[src/rtl/lbf_pkg.sv]
package lbf_pkg;
  localparam int HOST_LANES = 4;

  typedef enum logic [1:0] {
    SZ_ONE  = 2'b00,
    SZ_TWO  = 2'b01,
    SZ_FOUR = 2'b10,
    SZ_BAD  = 2'b11
  } acc_size_e;

  // number of bytes a host access moves; 0 marks a rejected code
  function automatic logic [2:0] size_bytes(input logic [1:0] code);
    case (acc_size_e'(code))
      SZ_ONE:  return 3'd1;
      SZ_TWO:  return 3'd2;
      SZ_FOUR: return 3'd4;
      default: return 3'd0;
    endcase
  endfunction
endpackage

[src/rtl/lbf_ctrl.sv]
module lbf_ctrl
  import lbf_pkg::*;
#(
  parameter int DEPTH = 8,
  parameter int CNT_W = 4
) (
  input  logic             clk,
  input  logic             rst,
  input  logic             flush,
  input  logic             dir_rx,
  input  logic             host_wr,
  input  logic             host_rd,
  input  logic [1:0]       host_size,
  input  logic             eng_push,
  input  logic             eng_pop,
  output logic             push_ok,
  output logic             pop_ok,
  output logic [2:0]       push_n,
  output logic [2:0]       pop_n,
  output logic [CNT_W-1:0] count,
  output logic             xfer_err
);
  localparam int SUM_W = CNT_W + 1;

  logic [2:0]       host_n;
  logic             push_req;
  logic             pop_req;
  logic             err_d;
  logic [SUM_W-1:0] pushed_lvl;
  logic [SUM_W-1:0] next_lvl;

  always_comb begin
    host_n     = size_bytes(host_size);
    push_req   = dir_rx ? eng_push : host_wr;
    pop_req    = dir_rx ? host_rd : eng_pop;
    push_n     = dir_rx ? 3'd1 : host_n;
    pop_n      = dir_rx ? host_n : 3'd1;
    // push is judged against the count before any same-cycle pop
    pushed_lvl = SUM_W'(count) + SUM_W'(push_n);
    push_ok    = !flush && push_req && (push_n != 3'd0)
                 && (pushed_lvl <= SUM_W'(DEPTH));
    pop_ok     = !flush && pop_req && (pop_n != 3'd0)
                 && (SUM_W'(count) >= SUM_W'(pop_n));
    err_d      = !flush && ((push_req && !push_ok) || (pop_req && !pop_ok));
    next_lvl   = SUM_W'(count)
                 + (push_ok ? SUM_W'(push_n) : '0)
                 - (pop_ok ? SUM_W'(pop_n) : '0);
  end

  always_ff @(posedge clk) begin
    if (rst || flush) begin
      count    <= '0;
      xfer_err <= 1'b0;
    end else begin
      count    <= next_lvl[CNT_W-1:0];
      xfer_err <= err_d;
    end
  end
endmodule

[src/rtl/lbf_store.sv]
module lbf_store
  import lbf_pkg::*;
#(
  parameter int DEPTH = 8,
  parameter int PTR_W = 3
) (
  input  logic                       clk,
  input  logic                       rst,
  input  logic                       flush,
  input  logic                       push_ok,
  input  logic [2:0]                 push_n,
  input  logic [HOST_LANES-1:0][7:0] push_bytes,
  input  logic                       pop_ok,
  input  logic [2:0]                 pop_n,
  output logic [HOST_LANES-1:0][7:0] peek
);
  logic [7:0]       mem [DEPTH];
  logic [PTR_W-1:0] wptr;
  logic [PTR_W-1:0] rptr;

  // ring advance by up to HOST_LANES slots; DEPTH >= HOST_LANES so one fold suffices
  function automatic logic [PTR_W-1:0] wrap(input logic [PTR_W-1:0] p,
                                            input logic [2:0] k);
    logic [PTR_W:0] s;
    s = (PTR_W+1)'(p) + (PTR_W+1)'(k);
    if (s >= (PTR_W+1)'(DEPTH)) s = s - (PTR_W+1)'(DEPTH);
    return s[PTR_W-1:0];
  endfunction

  always_ff @(posedge clk) begin
    for (int i = 0; i < HOST_LANES; i++) begin
      if (push_ok && (3'(i) < push_n)) mem[wrap(wptr, 3'(i))] <= push_bytes[i];
    end
  end

  always_ff @(posedge clk) begin
    if (rst || flush) begin
      wptr <= '0;
      rptr <= '0;
    end else begin
      if (push_ok) wptr <= wrap(wptr, push_n);
      if (pop_ok)  rptr <= wrap(rptr, pop_n);
    end
  end

  for (genvar g = 0; g < HOST_LANES; g++) begin : g_peek
    assign peek[g] = mem[wrap(rptr, 3'(g))];
  end
endmodule

[src/rtl/lbf_marks.sv]
module lbf_marks #(
  parameter int CNT_W = 4,
  parameter int THR_W = 4
) (
  input  logic [CNT_W-1:0] count,
  input  logic [THR_W-1:0] hi_thr,
  input  logic [THR_W-1:0] lo_thr,
  input  logic             dir_rx,
  output logic             hi_water,
  output logic             lo_water,
  output logic             data_req
);
  localparam int CMP_W = (CNT_W > THR_W) ? CNT_W : THR_W;

  always_comb begin
    hi_water = CMP_W'(count) >= CMP_W'(hi_thr);
    lo_water = CMP_W'(count) <= CMP_W'(lo_thr);
    // transmit asks for refill when low; receive asks for draining when high
    data_req = dir_rx ? hi_water : lo_water;
  end
endmodule

[src/rtl/lane_byte_fifo.sv]
module lane_byte_fifo
  import lbf_pkg::*;
#(
  parameter int DEPTH = 8,
  parameter int THR_W = 4,
  parameter int LVL_W = 8
) (
  input  logic             clk,
  input  logic             rst,
  input  logic             flush,
  input  logic             dir_rx,
  input  logic             host_wr,
  input  logic             host_rd,
  input  logic [1:0]       host_size,
  input  logic [31:0]      host_wdata,
  output logic [31:0]      host_rdata,
  input  logic             eng_push,
  input  logic [7:0]       eng_wdata,
  input  logic             eng_pop,
  output logic [7:0]       eng_rdata,
  input  logic [THR_W-1:0] hi_thr,
  input  logic [THR_W-1:0] lo_thr,
  output logic [LVL_W-1:0] level,
  output logic [LVL_W-1:0] capacity,
  output logic             hi_water,
  output logic             lo_water,
  output logic             data_req,
  output logic             xfer_err
);
  localparam int CNT_W = $clog2(DEPTH + 1);
  localparam int PTR_W = $clog2(DEPTH);

  logic                       push_ok;
  logic                       pop_ok;
  logic [2:0]                 push_n;
  logic [2:0]                 pop_n;
  logic [CNT_W-1:0]           count;
  logic [HOST_LANES-1:0][7:0] push_bytes;
  logic [HOST_LANES-1:0][7:0] peek;
  logic [31:0]                pop_word;

  lbf_ctrl #(.DEPTH(DEPTH), .CNT_W(CNT_W)) u_ctrl (
    .clk(clk), .rst(rst), .flush(flush), .dir_rx(dir_rx),
    .host_wr(host_wr), .host_rd(host_rd), .host_size(host_size),
    .eng_push(eng_push), .eng_pop(eng_pop),
    .push_ok(push_ok), .pop_ok(pop_ok), .push_n(push_n), .pop_n(pop_n),
    .count(count), .xfer_err(xfer_err)
  );

  // lane 0 of the store is the earliest byte; on the host word it is bits [31:24]
  for (genvar g = 0; g < HOST_LANES; g++) begin : g_lanes
    assign push_bytes[g] = dir_rx ? ((g == 0) ? eng_wdata : 8'h00)
                                  : host_wdata[31-8*g -: 8];
    assign pop_word[31-8*g -: 8] = (3'(g) < pop_n) ? peek[g] : 8'h00;
  end

  lbf_store #(.DEPTH(DEPTH), .PTR_W(PTR_W)) u_store (
    .clk(clk), .rst(rst), .flush(flush),
    .push_ok(push_ok), .push_n(push_n), .push_bytes(push_bytes),
    .pop_ok(pop_ok), .pop_n(pop_n), .peek(peek)
  );

  lbf_marks #(.CNT_W(CNT_W), .THR_W(THR_W)) u_marks (
    .count(count), .hi_thr(hi_thr), .lo_thr(lo_thr), .dir_rx(dir_rx),
    .hi_water(hi_water), .lo_water(lo_water), .data_req(data_req)
  );

  always_ff @(posedge clk) begin
    if (rst) begin
      host_rdata <= '0;
      eng_rdata  <= '0;
    end else if (pop_ok) begin
      if (dir_rx) host_rdata <= pop_word;
      else        eng_rdata  <= peek[0];
    end
  end

  assign level    = LVL_W'(count);
  assign capacity = LVL_W'(DEPTH);
endmodule

[config.mk]
export PLATFORM = sky130hd
export DESIGN_NAME = lane_byte_fifo
export DESIGN_NICKNAME = d
export VERILOG_FILES = /design/src/rtl/lbf_pkg.sv /design/src/rtl/lbf_ctrl.sv /design/src/rtl/lbf_store.sv /design/src/rtl/lbf_marks.sv /design/src/rtl/lane_byte_fifo.sv
export SDC_FILE = /design/constraint.sdc
export NUM_CORES = 1
export LEC_CHECK = 0
export BUFFER_PORTS_ARGS = -buffer_cell sky130_fd_sc_hd__clkbuf_2
export CORE_UTILIZATION = 35
export CTS_CLUSTER_SIZE = 16
export DETAILED_ROUTE_END_ITERATION = 8
export HOLD_SLACK_MARGIN = 0.06
export PLACE_DENSITY = 0.49
export SYNTH_ARGS = -nofsm -noshare
export SYNTH_HDL_FRONTEND = slang
export SYNTH_SLANG_ARGS = --single-unit
[constraint.sdc]
create_clock -name clk -period 5.3 [get_ports clk]
set_clock_uncertainty 0.15 [all_clocks]
set_input_delay 0 -clock clk [delete_from_list [all_inputs] [get_ports clk]]
set_output_delay 0 -clock clk [all_outputs]
set_load 0.01 [all_outputs]
### Word level (Yosys, flattened, before mapping)

Memory sizes are Yosys's and may differ from the RTL's.
Index checks and enable logic that the tools add are counted.

* RAM bits: 64
* input bits: 58
* output and inout bits: 60
* memories: 1
* flip-flop bits (word level): 51
* logic and storage cells: 114

* eq/ne operators: 2
* reduce and logical (&&, ||, !) cells: 23
* bitwise logic cells: 1
* muxes and demuxes: 38
* order comparisons: 22
* $add $sub $neg: 21

Memory list
* u_store.mem: words 8, bits a word 8, rd ports 4, clocked after memory_dff 0, wr ports 4, line lbf_store.sv:17 `logic [7:0] mem [DEPTH];`

Operators with widths (count)
* $mux W8: 8
* $mux W3: 18
* $ge A4 B4 Y1 const B: 8
* $sub A3 B1 Y3 const B: 10
* $add A3 B2 Y4 const B: 4
* $logic_and A1 B1 Y1: 13
* $lt A1 B3 Y1 const A: 4
* $lt A2 B3 Y1 const A: 4
* $mux W1: 11
* $pmux W3 S3: 1
* $add A3 B1 Y4 const B: 2
* $add A3 B3 Y4: 2
* $ge A3 B4 Y1 const B: 2
* $reduce_bool A3 Y1: 2
* $add A4 B3 Y5: 1
* $le A5 B4 Y1 const B: 1
* $add A4 B4 Y4: 1
* $ge A4 B3 Y1: 1
* $ge A4 B4 Y1: 1
* $le A4 B4 Y1: 1
* $reduce_and A2 Y1: 2
* $sub A4 B4 Y4: 1
* $logic_not A1 Y1: 3
* $eq A2 B1 Y1 const B: 1
* other kinds (4): 5

### Longest topological paths before layout

* depth after elaboration: 10
* gate-level depth with buffers: 21
* gate-level depth less buffers: 15

### Hierarchy

From an unflattened synthesis, not the netlist that was laid out.

* cells, all modules: 859
* area total of the unflattened synthesis: 8864.8 um2

Modules (own cells, without submodules)
* lbf_store: cells each 581, instances 1, area each 6243.5 um2, sequential area each 2102.0 um2
* lane_byte_fifo: cells each 172, instances 1, area each 1747.9 um2, sequential area each 800.8 um2
* lbf_ctrl: cells each 81, instances 1, area each 664.4 um2, sequential area each 100.1 um2
* lbf_marks: cells each 25, instances 1, area each 209.0 um2, sequential area each 0.0 um2

### Least setup slack after synthesis

No wires, ideal clock.

* path type: in2reg
* start point: input port dir_rx
* end point: register u_ctrl.count[3]
* path buffers: 4
* data required time: 5022 ps
* setup slack: 716 ps
* setup time: 128 ps
* arrival time: 4306 ps
* cell stages on the path: 18
* cell sequence: buf_6 > clkbuf_1 > clkbuf_1 > buf_1 > o21bai_1 > ha_1 > ha_1 > or4_1 > o22ai_1 > nor2_1 > nor3_4 > clkinv_1 > fa_1 > inv_1 > ha_1 > a21oi_1 > xnor2_1 > nor2_1

* word-level cells in the longest chain between the ends: 7
* elaborated cells on any way between the ends: 19
* those cells by class: add/sub (3); order compare (2); mux (6); reduce/logical (8)

RTL lines
* start, declared: line lane_byte_fifo.sv:11 `input logic dir_rx,`
* $mux W3 or $mux W1 (tied branches): line lbf_ctrl.sv:36, lbf_ctrl.sv:34
* $add A4 B3 Y5 (tied with other cells): line lbf_ctrl.sv:39 `pushed_lvl = SUM_W'(count) + SUM_W'(push_n);`
* $le A5 B4 Y1 or $logic_and A1 B1 Y1 (tied branches): line lbf_ctrl.sv:41, lbf_ctrl.sv:40
* $logic_and A1 B1 Y1: line lbf_ctrl.sv:41 `&& (pushed_lvl <= SUM_W'(DEPTH));`
* $mux W3: line lbf_ctrl.sv:46 `+ (push_ok ? SUM_W'(push_n) : '0)`
* $add A4 B4 Y4: line lbf_ctrl.sv:46
* $sub A4 B4 Y4 (*): line lbf_ctrl.sv:47 `- (pop_ok ? SUM_W'(pop_n) : '0);`
* end signal, assigned: line lbf_ctrl.sv:55 `count <= next_lvl[CNT_W-1:0];`
* end, declared: line lbf_ctrl.sv:20 `output logic [CNT_W-1:0] count,`

Every way passes the cells marked *; elsewhere a longest branch is shown, timed or not.
A chain may end at the register's enable or synchronous reset.

==> flow_summary.ini <==
[grt]
overflow = 0
antenna_found_initial = 0
grt_max_degree = 60
track_usage_pct = 26.2
grt_pass1_vias = 8300
grt_pass1_wl_um = 54200

[synth]
postSynthAreaPerCell_um2 = 9.60
synth.most_common_cell = mux2i_1
ys_types = 80
synth_area_leader_cell = edfxtp_1
synth_edf_count = 64
async_flop_share_pct = 0
postSynthRegisterBits = 118
synth_top_area_share_pct = 20.2
ys_warn_count = 0
synthTopCellsByArea = edfxtp_1, dfxtp_1, mux2i_1
synth_commonest_cells = mux2i_1, nor2_1, nand2_1
ys_seq_area_share_pct = 31.6
synth_ff_type = edfxtp_1
syn_inst = 990
syn_area_um2 = 9510

[timing]
worst_slew_pin_slew_ns = 1.24
fin_crit_sh_pct = 93.1
rsz0062_at_grt = false
period_needed_ns = 4.94
setup_viol_count_final = 0
slew_violations = 0
finalSetupTns_ns = 0
maxSlewHeadroom_pct = 16.5
fmax_mhz = 203
hold_viol = 0

[detailed_routing]
route.detailed.drc = 0
drt_iter0_markers = 1085
drtAntennaViolNets = 0
post_drt_via_cell_ratio = 6.15
first_pass_iters = 6
via_count = 8875
wire_per_inst_um = 25.2
routed_wl_um = 36500

[power_and_ir_drop]
power_leakage_nw = 4.09
vdd_drop_max_mv = 0.259
p_per_area_nw_per_um2 = 257
power.total_mw = 2.90

[floorplan]
dieArea_um2 = 27800
floorplan.initialDensity_pct = 36.1
std_cell_rows = 59
core_um2 = 26400
die_height_um = 167
ios = 118
die_w_um = 167

[cells_and_area]
drive_gt1_share_pct = 22.2
syn_to_final_growth_pct = 18.7
n_antenna_cell = 0
seqCellArea_um2 = 3000
n_fill_cell = 2634
multi_input_area_um2 = 6030
finalNetCount = 1183
final_cell_area_um2 = 11300

[clock_network]
ctsHtreeMaxLevel = 4
cts_tree = built
numCtsBuffers = 17
cts_root_buf = clkbuf_16
clkSinkCount = 118
clk_pin_slew_worst_paths_ns = 0.06
clk_path_buf_depth = 2
clock_latency_ns = 0.42

[worst_setup_path]
crit_path_start_kind = flop
arrival_ns = 4.95
cp.required_ns = 5.31
endpoint_kind = flop
worst-setup-path-type = reg2reg
worstPathMaxFanout = 15

[placed_design]
place_area_um2 = 10300
gp_congestion = 1.01
hpwl_um = 27100
io_buffers = 105

[worst_hold_path]
hp-class = in2reg

[job]
drv_cap = 0

[run_status]
outcome = finished, final reports clean
## final timing paths
| kind | cells after the start | startpoint | slack [ns] | end |
|---|---|---|---|---|
| setup reg to reg | 9 | u_store.wptr[1]$_SDFFE_PP0N_ | 0.36 | u_store.mem[2][6]$_DFFE_PP_ |
| setup / recovery | 9 | u_store.wptr[1]$_SDFFE_PP0N_ | 0.36 | u_store.mem[2][6]$_DFFE_PP_ |
| hold / removal | 4 | eng_wdata[5] | 0.07 | u_store.mem[5][5]$_DFFE_PP_ |
| hold reg to reg | 2 | host_rdata[28]$_SDFFE_PP0P_ | 0.30 | host_rdata[28]$_SDFFE_PP0P_ |
## stage by stage
stage,util (%),setup slack (ns),hold slack (ns),cells
3_3_place_gp,39.1,0.614,0.242,1381
4_1_cts,42.8,0.414,0.0610,1444
6_report,42.8,0.363,0.0713,1444
2_1_floorplan,-,0.716,0.0353,1000
3_5_place_dp,39.1,0.537,0.243,1381
5_1_grt,42.8,0.259,0.0890,1444
## layout by cell type, fill, tap and decap left out, drive strengths merged, types with 6 or more instances in the layout
master,count
or3,29
a211oi,28
nor3,15
mux2i,100
o21ai,24
a21o,10
nand2b,20
buf,29
and3,12
o32ai,14
nand3,18
clkinv,7
nor2b,19
a21oi,65
xor2,7
o22ai,33
ha,24
dfxtp,54
xnor2,8
nor2,81
dlygate4sd3,31
conb,12
clkbuf,122
mux2,10
edfxtp,64
a22oi,16
bufinv,6
nor4,7
nand2,68
a31oi,7
mux4,43
inv,29
a32oi,7
## worst max-delay path, stage by stage (launching register included)
cell and delay [ns]:
dfxtp_1 0.64, inv_1 0.22, ha_1 0.63, inv_1 0.31, nor4_2 0.66, and3_1 0.29
a21boi_1 0.82, a22oi_1 0.18, o211a_1 0.21, dlygate4sd3_1 0.56
## sequential cells by signal, summed over array words and instances, names as in the netlist, named ones only
signal,flops
u_store.mem,64
host_rdata,32
eng_rdata,8
u_ctrl.count,4
u_store.rptr,3
u_store.wptr,3
u_ctrl.xfer_err,1
## cell families (layout without fill, tap and decap cells)
kind of cell             Yosys count  count (layout)  synth area share [%]
AND/OR/NAND/NOR                  295             295                  15.5
buffers and inverters            116             225                  5.49
other                              2              12                0.0790
adder cells (fa/ha/maj)           29              29                  4.21
XOR/XNOR                          15              15                  1.38
flip-flops                       118             118                  31.6
multiplexers                     153             153                  21.9
AO/OA/AOI/OAI                    262             262                  19.8
## report_power, final
group	switching (mW)	leakage [nW]	total (mW)	internal, mW
sequential	0.0224	1.02	1.01	0.992
clock	0.430	0.328	1.32	0.885
combinational	0.352	2.75	0.573	0.221
## layer usage
metal / track usage [%] / wire [um] / vias to the layer above
met4: 11.8 / 1630 / 0
li1: - / - / 3999
met1: 36.0 / 16000 / 4268
met5: 0 / 0 / -
met3: 6.25 / 3130 / 108
met2: 39.1 / 15700 / 500
## layout make-up
type	count	share of cell area [%]
repair buffers	165	9.33
flip-flops and latches	118	26.6
multi-input cells	766	53.4
clock buffers	17	3.77
well taps	335	3.71
clock inverters	15	2.22
inverters	28	0.931
## repair_timing
action,4_1_cts,5_1_grt
resized for setup,0,1
buffers inserted,0,0
hold buffers,31,0
hold endpoints to repair,54,0
endpoints found under the setup margin,0,3
No activity file was read; power rests on OpenSTA's default activity.
